<file path="src/rtl/flash_shifter_pkg.sv">
`timescale 1ns/1ps
package flash_shifter_pkg;
  typedef enum logic [1:0] {ST_IDLE, ST_SHIFT, ST_DONE} xfer_state_e;

  localparam logic [1:0] LANE_X1   = 2'b00;
  localparam logic [1:0] LANE_X2   = 2'b01;
  localparam logic [1:0] LANE_X4   = 2'b10;
  localparam logic [1:0] LANE_RSVD = 2'b11;

  typedef struct packed {
    logic [1:0] lanes;
    logic       lsb;
    logic       cpol;
    logic       cpha;
    logic       rd;
    logic [3:0] cs;
  } xfer_ctl_t;

  function automatic logic [3:0] lane_mask(input logic [1:0] sel);
    case (sel)
      LANE_X1: return 4'b0001;
      LANE_X2: return 4'b0011;
      LANE_X4: return 4'b1111;
      default: return 4'b0000;
    endcase
  endfunction
endpackage

</file>
<file path="src/rtl/fls_half_timer.sv">
`timescale 1ns/1ps
module fls_half_timer #(
  parameter int DIV_W = 8,
  parameter int IDX_W = 4
) (
  input  logic             clk,
  input  logic             rst_n,
  input  logic             run,
  input  logic [DIV_W-1:0] half_len,
  input  logic [IDX_W-1:0] last_idx,
  output logic [IDX_W-1:0] idx,
  output logic             half_end,
  output logic             last_end
);
  logic [DIV_W-1:0] cnt;
  logic [DIV_W-1:0] lim;

  assign lim      = (half_len == '0) ? DIV_W'(1) : half_len;
  assign half_end = run && (cnt == lim - DIV_W'(1));
  assign last_end = half_end && (idx == last_idx);

  always_ff @(posedge clk or negedge rst_n) begin
    if (!rst_n) begin
      cnt <= '0;
      idx <= '0;
    end else if (!run) begin
      cnt <= '0;
      idx <= '0;
    end else if (half_end) begin
      cnt <= '0;
      idx <= idx + IDX_W'(1);
    end else begin
      cnt <= cnt + DIV_W'(1);
    end
  end
endmodule

</file>
<file path="src/rtl/fls_lane_mux.sv">
`timescale 1ns/1ps
module fls_lane_mux
  import flash_shifter_pkg::*;
#(
  parameter int W = 8
) (
  input  logic [W-1:0] sr,
  input  logic [1:0]   lanes,
  input  logic         lsb,
  input  logic [3:0]   dq_i,
  output logic [3:0]   out_bits,
  output logic [W-1:0] sr_shl,
  output logic [W-1:0] sr_ins
);
  always_comb begin
    case (lanes)
      LANE_X1: begin
        if (lsb) begin
          out_bits = {3'b000, sr[0]};
          sr_shl   = {1'b0, sr[W-1:1]};
          sr_ins   = {dq_i[0], sr[W-1:1]};
        end else begin
          out_bits = {3'b000, sr[W-1]};
          sr_shl   = {sr[W-2:0], 1'b0};
          sr_ins   = {sr[W-2:0], dq_i[0]};
        end
      end
      LANE_X2: begin
        if (lsb) begin
          out_bits = {2'b00, sr[1:0]};
          sr_shl   = {2'b00, sr[W-1:2]};
          sr_ins   = {dq_i[1:0], sr[W-1:2]};
        end else begin
          out_bits = {2'b00, sr[W-1:W-2]};
          sr_shl   = {sr[W-3:0], 2'b00};
          sr_ins   = {sr[W-3:0], dq_i[1:0]};
        end
      end
      default: begin
        if (lsb) begin
          out_bits = sr[3:0];
          sr_shl   = {4'b0000, sr[W-1:4]};
          sr_ins   = {dq_i, sr[W-1:4]};
        end else begin
          out_bits = sr[W-1:W-4];
          sr_shl   = {sr[W-5:0], 4'b0000};
          sr_ins   = {sr[W-5:0], dq_i};
        end
      end
    endcase
  end
endmodule

</file>
<file path="src/rtl/flash_lane_shifter.sv">
`timescale 1ns/1ps
module flash_lane_shifter
  import flash_shifter_pkg::*;
#(
  parameter int DATA_W = 8,
  parameter int DIV_W  = 8,
  parameter int CS_W   = 4
) (
  input  logic              clk,
  input  logic              rst_n,
  input  logic              enable,
  input  logic [1:0]        lane_sel,
  input  logic              cpol,
  input  logic              cpha,
  input  logic              lsb_first,
  input  logic [CS_W-1:0]   cs_mask,
  input  logic              wp_level,
  input  logic              hold_level,
  input  logic [DIV_W-1:0]  half_div,
  input  logic              tx_flush,
  input  logic              rx_flush,
  input  logic              ctl_flush,
  input  logic              tx_valid,
  output logic              tx_ready,
  input  logic [DATA_W-1:0] tx_data,
  input  logic              tx_read,
  output logic              rx_valid,
  input  logic              rx_ready,
  output logic [DATA_W-1:0] rx_data,
  output logic              sck,
  output logic [CS_W-1:0]   cs_n,
  output logic [3:0]        dq_o,
  output logic [3:0]        dq_oe,
  input  logic [3:0]        dq_i
);
  localparam int IDX_W = $clog2(2 * DATA_W);

  xfer_state_e       state;
  xfer_ctl_t         ctl;
  logic [DATA_W-1:0] sr, sr_shl, sr_ins, tb_data, rx_q;
  logic              tb_full, tb_read, rx_q_valid;
  logic [2:0]        req_q;
  logic              tx_clr, rx_clr, ctl_clr;
  logic              shifting, in_done, busy, rd_busy, start;
  logic              half_end, last_end;
  logic [IDX_W-1:0]  idx, last_idx;
  logic [3:0]        lane_bits;
  logic [1:0]        lanes_eff;
  logic              narrow, drive_data;

  // one-shot flush pulses
  always_ff @(posedge clk or negedge rst_n) begin
    if (!rst_n) req_q <= '0;
    else        req_q <= {ctl_flush, rx_flush, tx_flush};
  end
  assign tx_clr  = tx_flush  & ~req_q[0];
  assign rx_clr  = rx_flush  & ~req_q[1];
  assign ctl_clr = ctl_flush & ~req_q[2];

  assign shifting = (state == ST_SHIFT);
  assign in_done  = (state == ST_DONE);
  assign busy     = shifting | in_done;
  assign rd_busy  = busy & ctl.rd;

  assign start = (state == ST_IDLE) && enable && tb_full && !tx_clr && !ctl_clr &&
                 (lane_sel != LANE_RSVD) && !(tb_read && rx_q_valid);

  // transmit entry
  assign tx_ready = ~tb_full;
  always_ff @(posedge clk or negedge rst_n) begin
    if (!rst_n) begin
      tb_full <= 1'b0;
      tb_data <= '0;
      tb_read <= 1'b0;
    end else if (tx_clr || start) begin
      tb_full <= 1'b0;
    end else if (tx_valid && tx_ready) begin
      tb_full <= 1'b1;
      tb_data <= tx_data;
      tb_read <= tx_read;
    end
  end

  always_comb begin
    case (ctl.lanes)
      LANE_X1: last_idx = IDX_W'(2 * DATA_W - 1);
      LANE_X2: last_idx = IDX_W'(DATA_W - 1);
      default: last_idx = IDX_W'(DATA_W / 2 - 1);
    endcase
  end

  fls_half_timer #(.DIV_W(DIV_W), .IDX_W(IDX_W)) u_timer (
    .clk(clk), .rst_n(rst_n), .run(shifting), .half_len(half_div),
    .last_idx(last_idx), .idx(idx), .half_end(half_end), .last_end(last_end)
  );

  fls_lane_mux #(.W(DATA_W)) u_mux (
    .sr(sr), .lanes(ctl.lanes), .lsb(ctl.lsb), .dq_i(dq_i),
    .out_bits(lane_bits), .sr_shl(sr_shl), .sr_ins(sr_ins)
  );

  // transfer sequencing
  always_ff @(posedge clk or negedge rst_n) begin
    if (!rst_n) begin
      state <= ST_IDLE;
      ctl   <= '0;
      sr    <= '0;
    end else if (!enable || ctl_clr) begin
      state <= ST_IDLE;
    end else begin
      case (state)
        ST_IDLE: if (start) begin
          state     <= ST_SHIFT;
          sr        <= tb_data;
          ctl.lanes <= lane_sel;
          ctl.lsb   <= lsb_first;
          ctl.cpol  <= cpol;
          ctl.cpha  <= cpha;
          ctl.rd    <= tb_read;
          ctl.cs    <= cs_mask;
        end
        ST_SHIFT: begin
          if (last_end) state <= ST_DONE;
          else if (half_end) begin
            if (ctl.rd && !idx[0])      sr <= sr_ins;
            else if (!ctl.rd && idx[0]) sr <= sr_shl;
          end
        end
        default: state <= ST_IDLE;
      endcase
    end
  end

  // receive entry
  always_ff @(posedge clk or negedge rst_n) begin
    if (!rst_n) begin
      rx_q_valid <= 1'b0;
      rx_q       <= '0;
    end else if (rx_clr) begin
      rx_q_valid <= 1'b0;
    end else if (shifting && last_end && ctl.rd && enable && !ctl_clr) begin
      rx_q_valid <= 1'b1;
      rx_q       <= sr;
    end else if (rx_ready) begin
      rx_q_valid <= 1'b0;
    end
  end
  assign rx_valid = rx_q_valid;
  assign rx_data  = rx_q;

  // pins
  assign sck  = shifting ? (ctl.cpol ^ ctl.cpha ^ idx[0]) : (busy ? ctl.cpol : cpol);
  assign cs_n = busy ? ~ctl.cs : {CS_W{1'b1}};

  assign lanes_eff  = busy ? ctl.lanes : lane_sel;
  assign narrow     = (lanes_eff == LANE_X1) || (lanes_eff == LANE_X2);
  assign drive_data = shifting & ~rd_busy;
  assign dq_oe = (drive_data ? lane_mask(ctl.lanes) : 4'b0000) | (narrow ? 4'b1100 : 4'b0000);
  assign dq_o  = (drive_data ? (lane_bits & lane_mask(ctl.lanes)) : 4'b0000) |
                 (narrow ? {hold_level, wp_level, 2'b00} : 4'b0000);
endmodule

</file>
<file path="config.mk">
export PLATFORM = sky130hd
export DESIGN_NAME = flash_lane_shifter
export DESIGN_NICKNAME = d
export VERILOG_FILES = /design/src/rtl/flash_shifter_pkg.sv /design/src/rtl/fls_half_timer.sv /design/src/rtl/fls_lane_mux.sv /design/src/rtl/flash_lane_shifter.sv
export SDC_FILE = /design/constraint.sdc
export NUM_CORES = 1
export LEC_CHECK = 0
export ABC_AREA = 1
export BUFFER_PORTS_ARGS = -buffer_cell sky130_fd_sc_hd__buf_4
export CAP_MARGIN = 20
export CORE_MARGIN = 4
export CORE_UTILIZATION = 58
export CTS_BUF_LIST = sky130_fd_sc_hd__clkbuf_4 sky130_fd_sc_hd__clkbuf_8
export DETAILED_ROUTE_END_ITERATION = 16
export PLACE_DENSITY_LB_ADDON = 0.12
export SETUP_SLACK_MARGIN = 0.02
export SYNTH_ARGS = -nofsm -noshare
export SYNTH_HDL_FRONTEND = slang
export SYNTH_SLANG_ARGS = --single-unit
</file>
<file path="constraint.sdc">
create_clock -name clk -period 2.25 [get_ports clk]
set_clock_uncertainty 0.05 [all_clocks]
set_input_delay 0.225 -clock clk [delete_from_list [all_inputs] [get_ports clk]]
set_output_delay 0.225 -clock clk [all_outputs]
set_load 0.005 [all_outputs]
</file>
# Word-level counts from Yosys, hierarchy flattened
# Index checks and enable logic that the tools add are counted.
[classes]
n_eq_ne = 14
muxes = 42
reduce_logical = 37
bitwise = 20
addsub = 3
[ops]
columns = ["op", "n"]
rows = [
  ["8-bit two-way mux", 14],
  ["8-bit one-hot mux with 2 select lines", 3],
  ["4-bit two-way mux", 8],
  ["1-bit logical AND", 16],
  ["4-bit one-hot mux with 2 select lines", 2],
  ["4-bit one-hot mux with 3 select lines", 1],
  ["2-bit two-way mux", 5],
  ["8-bit by 1-bit adder with 8-bit output (second input constant)", 1],
  ["8-bit == test", 1],
  ["8-bit logical NOT", 1],
  ["1-bit two-way mux", 8],
  ["1-bit NOT", 8],
  ["4-bit bitwise OR", 2],
  ["8-bit by 1-bit subtractor with 8-bit output (second input constant)", 1],
  ["2-bit by 1-bit == test with 1-bit output (second input constant)", 3],
  ["1-bit logical NOT", 6],
  ["2-bit logical NOT", 3],
  ["2-bit != test (second input constant)", 3],
  ["3-bit by 1-bit != test with 1-bit output (second input constant)", 2],
  ["2-bit AND reduction", 3],
  ["6-bit AND reduction", 1],
  ["1-bit AND", 5],
  ["4-bit by 1-bit adder with 4-bit output (second input constant)", 1],
  ["4-bit AND", 1],
  ["12 further kinds", 17],
]
[word_totals]
ff_bits = 54
output_inout_bits = 23
wordCells = 132
input_bits = 40

# Depth between registers and ports, before layout
[logic_depth]
depth_word = 12
ltp_mapped = 21
depth_no_buf = 21

# Cells and area by module
# A second synthesis with hierarchy kept.
[hier_totals]
hier_cells = 585
area_unflattened_um2 = 3927.5
[by_module_without_submodules]
columns = ["module", "area_per_inst_um2", "n_inst", "cells_per_inst", "seq_area_each_um2"]
rows = [
  ["flash_lane_shifter", 2270.9, 1, 302, 1051.0],
  ["fls_half_timer", 1052.3, 1, 153, 300.3],
  ["fls_lane_mux", 604.3, 1, 130, 0.0],
]

# Worst setup path after synthesis
# Ideal clock, no wire load.
[synth_path]
path_type = "input to register"
start = "input half_div[0]"
end = "register rx_q[0], in the netlist rx_data[0]"
arrival_time_ns = 2.100
cell_stages = 18
setup_time_ns = 0.117
slack_ns = -0.018
required_time_ns = 2.083
n_path_buf = 1
path_cell_list = "inv_2 -> nand2_1 -> nor2_2 -> nand2_2 -> nand2_2 -> inv_1 -> ha_1 -> xor2_1 -> nand2_1 -> nor2_1 -> nand3_1 -> nor2_2 -> nand4_4 -> nor2_4 -> nand3_4 -> buf_6 -> nand2_2 -> o21ai_2"
[synth_via]
elab_chain_len = 11
[synth_lines]
columns = ["item", "line_no", "rtl"]
rows = [
  ["start: declaration", "flash_lane_shifter.sv:19", "input logic [DIV_W-1:0] half_div,"],
  ["8-bit logical NOT", "fls_half_timer.sv:18", "assign lim = (half_len == '0) ? DIV_W'(1) : half_len;"],
  ["8-bit two-way mux *", "fls_half_timer.sv:18", ""],
  ["8-bit by 1-bit subtractor with 8-bit output *", "fls_half_timer.sv:19", "assign half_end = run && (cnt == lim - DIV_W'(1));"],
  ["8-bit == test *", "fls_half_timer.sv:19", ""],
  ["1-bit logical AND *", "fls_half_timer.sv:19", ""],
  ["1-bit logical AND *", "fls_half_timer.sv:20", "assign last_end = half_end && (idx == last_idx);"],
  ["1-bit logical AND * (4 in a row)", "flash_lane_shifter.sv:141", "end else if (shifting && last_end && ctl.rd && enable && !ctl_clr) begin"],
  ["2-bit AND reduction (no source line) *", "-", ""],
  ["end signal: assignment", "flash_lane_shifter.sv:143", "rx_q <= sr;"],
  ["end: declaration", "flash_lane_shifter.sv:40", "logic [DATA_W-1:0] sr, sr_shl, sr_ins, tb_data, rx_q;"],
]
# Mark *: on every way between the ends. The rest lies on a longest branch, timed or not.
# A chain may end at the register's enable or synchronous reset.

# Worst setup path after layout
[layout_path]
start = "input half_div[0]"
end = "register rx_q[7], in the netlist rx_data[7]"
# Same word-level chain as after synthesis.

==> results_tabular.tex <==
\begin{tabular}{lr}
\hline
Metric & Value \\
\hline
\multicolumn{2}{l}{\textbf{Yosys}} \\
Number of distinct standard cells referenced by the synthesized netlist & 44 \\
Post-synthesis instance total & 453 \\
YS warnings & 0 \\
Syn\_nets & 504 \\
Cell area after synthesis & 3410 µm² \\
Post-synth EDFFs & 0 \\
Predominant post-synthesis flop cell & dfrtp\_1 \\
Number of flip-flops and latches in the synthesized netlist & 54 \\
Sequential cell area fraction in the yosys report & 39.6\% \\
Async SR Flop Fraction & 100\% \\
Avg Inst Size Synth & 7.53 µm² \\
\multicolumn{2}{l}{\textbf{STA}} \\
Fin. max-slew vios & 0 \\
Slew of the pin with the lowest slew margin & 900 ps \\
Worst-case headroom to the max-slew limit & 39.6\% \\
Number of hold-slack violations in the final timing report & 0 \\
Fin crit share & 99.2\% \\
Total of endpoints with negative setup slack in the final report & 0 \\
Maximum achievable frequency & 448 MHz \\
Time the final worst path needs with I/O delays and setup & 2230 ps \\
\multicolumn{2}{l}{\textbf{Route}} \\
Overall routed net length & 9300 µm \\
Iter 0 DRT Violations & 233 \\
Topmost layer with routed signal wires & met4 \\
WL/cell & 14.8 µm \\
DRC Markers & 0 \\
Post-DR vias/cell & 5.49 \\
Remaining number of nets flagged by the antenna check after routing & 0 \\
Length of routed met2 wiring & 4360 µm \\
Detailed-routed wire length on met3 & 750 µm \\
Iteration count of the initial detailed-routing pass & 5 \\
Total number of vias & 3454 \\
Wl on met1 & 4070 µm \\
\multicolumn{2}{l}{\textbf{Clock tree}} \\
Number of buffers created by CTS & 5 \\
Total number of H-tree levels & 2 \\
Number of buffers on the longest clock path & 2 \\
CTS clock-pin slew for the worst setup and hold paths & 100 ps \\
Clock latency reported for the late side of the worst-skew pair & 310 ps \\
Clock root buffer master & clkbuf\_8 \\
CTS tree & built \\
Clock net sink count & 54 \\
\multicolumn{2}{l}{\textbf{Die}} \\
Die height & 84.7 µm \\
Die area & 7170 µm² \\
Area of the placeable core & 5610 µm² \\
Chip width & 84.7 µm \\
I/O pin count & 63 \\
Starting Density & 60.8\% \\
Number of core rows & 27 \\
\multicolumn{2}{l}{\textbf{Finish}} \\
Final Cell Area & 4480 µm² \\
Filler Cell Count & 387 \\
ANT cells & 0 \\
Area Growth Syn to Fin & 31.3\% \\
Number of cells in the finished layout apart from fillers & 629 \\
Utilization after layout & 79.9\% \\
Fraction of final layout cells with drive strength greater than 1 & 29.3\% \\
Net count of the finished layout & 607 \\
\multicolumn{2}{l}{\textbf{Global route}} \\
Global-route wire length before repair & 15500 µm \\
Largest net degree at the start of global routing & 55 \\
Total global-route track usage & 26.4\% \\
Number of global-route vias before repair & 3378 \\
Total global routing overflow & 0 \\
Antenna violations before repair & 0 \\
\multicolumn{2}{l}{\textbf{Power}} \\
PD cells & 758 nW/µm² \\
Leakage power of the design & 0.00232 µW \\
Peak supply drop & 0.476 mV \\
\multicolumn{2}{l}{\textbf{Placement}} \\
\# placed instances & 608 \\
DP Area & 4200 µm² \\
Dpl hpwl & 6890 µm \\
GP Congestion & 0.919 \\
PortBufs & 62 \\
\multicolumn{2}{l}{\textbf{Setup path}} \\
CP cell instances & buf\_4 > inv\_16 > nand2\_4 > nor2\_2 > nand2\_2 > nand2\_2 > inv\_2 > ha\_4 > xor2\_2 > nand2\_1 > nor2\_1 > nand3\_1 > nor2\_2 > nand4\_4 > nor2\_4 > buf\_12 > nand3\_2 > nand2\_1 > o21ai\_2 \\
Register-to-register setup slack & 170 ps \\
Critical Path Start Type & primary input \\
Slowest stage cell on the critical path & ha\_4 \\
Nature of the critical path endpoint & register \\
Setup Crit Path Kind & primary input to register \\
Worst-path fanout max & 6 \\
Data required time at the worst endpoint & 2400 ps \\
Data arrival, critical path & 2390 ps \\
CP peak stage delay & 260 ps \\
\multicolumn{2}{l}{\textbf{Run status}} \\
Result of the run & finished clean \\
\multicolumn{2}{l}{\textbf{Run}} \\
Maximum Capacitance Violations & 0 \\
\multicolumn{2}{l}{\textbf{Hold path}} \\
HP Class & primary input to register \\
\hline
\end{tabular}
==> Yosys cell counts, drive strengths merged, types with 2 or more instances <==
cell    count  area share, %
a21oi      17            2.6
a31oi       2           0.37
xnor2       3           0.77
nor3        6           0.88
nand2     124             14
mux2        8            2.6
nand3      26            4.2
buf         2           0.55
nand3b      3           0.66
xor2        7            1.8
and2        3           0.66
inv        68            7.5
ha         11            4.0
nand4       7            1.7
dfrtp      54             40
o21ai      38            6.5
nor2       49            6.1
o22ai       5           0.92
clkbuf      8           0.88
==> final timing paths <==
path / startpoint / to / depth (start not counted)
setup / recovery: half_div[0] / rx_data[7]$_DFFE_PN0P_ / 19
hold / removal: cs_mask[3] / ctl[3]$_DFFE_PN0P_ / 3
setup reg to reg: state[0]$_DFFE_PN0P_ / tb_data[1]$_DFFE_PN0P_ / 7
hold reg to reg: rx_data[2]$_DFFE_PN0P_ / rx_data[2]$_DFFE_PN0P_ / 2
max in group asynchronous: rst_n / ctl[7]$_DFFE_PN0P_ / 2
min in group asynchronous: rst_n / u_timer.cnt[3]$_DFF_PN0_ / 2
==> through the flow <==
stage | hold WS, ps | total power [µW] | worst slack [ps] | setup TNS (ps)
3_3_place_gp | 258 | 2700 | -188 | -3270
4_1_cts | 52.1 | 3310 | 17.5 | 0
3_5_place_dp | 263 | 2730 | -356 | -6430
5_1_grt | 36.9 | 3650 | -102 | -1230
6_report | 55.3 | 3390 | 16.9 | 0
2_1_floorplan | -121 | 2200 | -9.23 | -9.23
==> layout by cell type, fill, tap and decap left out, drive strengths merged, types with 2 or more instances in the layout <==
cell / Yosys / routed
nand2: 124 / 125
buf: 2 / 99
inv: 68 / 68
dfrtp: 54 / 54
nor2: 49 / 49
o21ai: 38 / 38
nand3: 26 / 28
a21oi: 17 / 17
ha: 11 / 11
mux2: 8 / 8
xor2: 7 / 7
nand4: 7 / 7
nor3: 6 / 6
clkbuf: 8 / 6
o22ai: 5 / 5
dlygate4sd3: 0 / 4
xnor2: 3 / 3
nand3b: 3 / 3
and2: 3 / 3
a31oi: 2 / 2
==> worst max-delay path: cells and delay by family <==
kind                     cells  cell delay (ps)
adder cells (fa/ha/maj)      1              260
buffers and inverters        4              380
AO/OA/AOI/OAI                1               50
AND/OR/NAND/NOR             12             1290
XOR/XNOR                     1              170
==> where the power goes <==
part / total, µW / switching (µW) / internal [µW] / leakage [µW]
Sequential: 1380 / 212 / 1170 / 0.000696
Clock: 574 / 325 / 248 / 0.0000472
Combinational: 1440 / 868 / 569 / 0.00158
==> flip-flops by register name, summed over array words and instances (netlist names), 2 cells and up <==
| name | cells |
|---|---|
| state | 2 |
| ctl | 10 |
| req_q | 3 |
| tb_data | 8 |
| sr | 8 |
| u_timer.cnt | 8 |
| rx_data | 8 |
| u_timer.idx | 4 |
==> cell type report <==
type | instances | area, µm² | share of cell area, %
clock inverter | 2 | 12.5 | 0.279
tap | 72 | 90.1 | 2.01
inverter | 68 | 277 | 6.17
sequential | 54 | 1350 | 30.2
timing repair buffer | 103 | 821 | 18.3
clock buffer | 6 | 82.6 | 1.84
multi-input combinational | 324 | 1840 | 41.2
==> kinds of logic after synthesis <==
family	after synthesis	share of synthesized area (%)
XOR/XNOR	10	2.57
buffers and inverters	78	8.91
multiplexers	8	2.64
flip-flops	54	39.6
adder cells (fa/ha/maj)	11	4.04
AO/OA/AOI/OAI	72	13.4
AND/OR/NAND/NOR	220	28.9
==> metal layers <==
| metal | vias to the layer above | GRT usage [%] |
|---|---|---|
| met5 | - | 0 |
| met2 | 147 | 42.9 |
| met3 | 19 | 5.69 |
| li1 | 1660 | - |
| met1 | 1628 | 36.4 |
| met4 | 0 | 5.76 |
==> what timing repair did <==
item / in CTS / in global routing
endpoints found under the hold margin: 57 / 0
gates resized for setup: 2 / 13
setup endpoints to repair: 8 / 28
cloned: 1 / 2
buffers inserted: 0 / 6
pin swaps: 1 / 7
hold buffers: 4 / 0
Power figures use the tool's default switching activity.
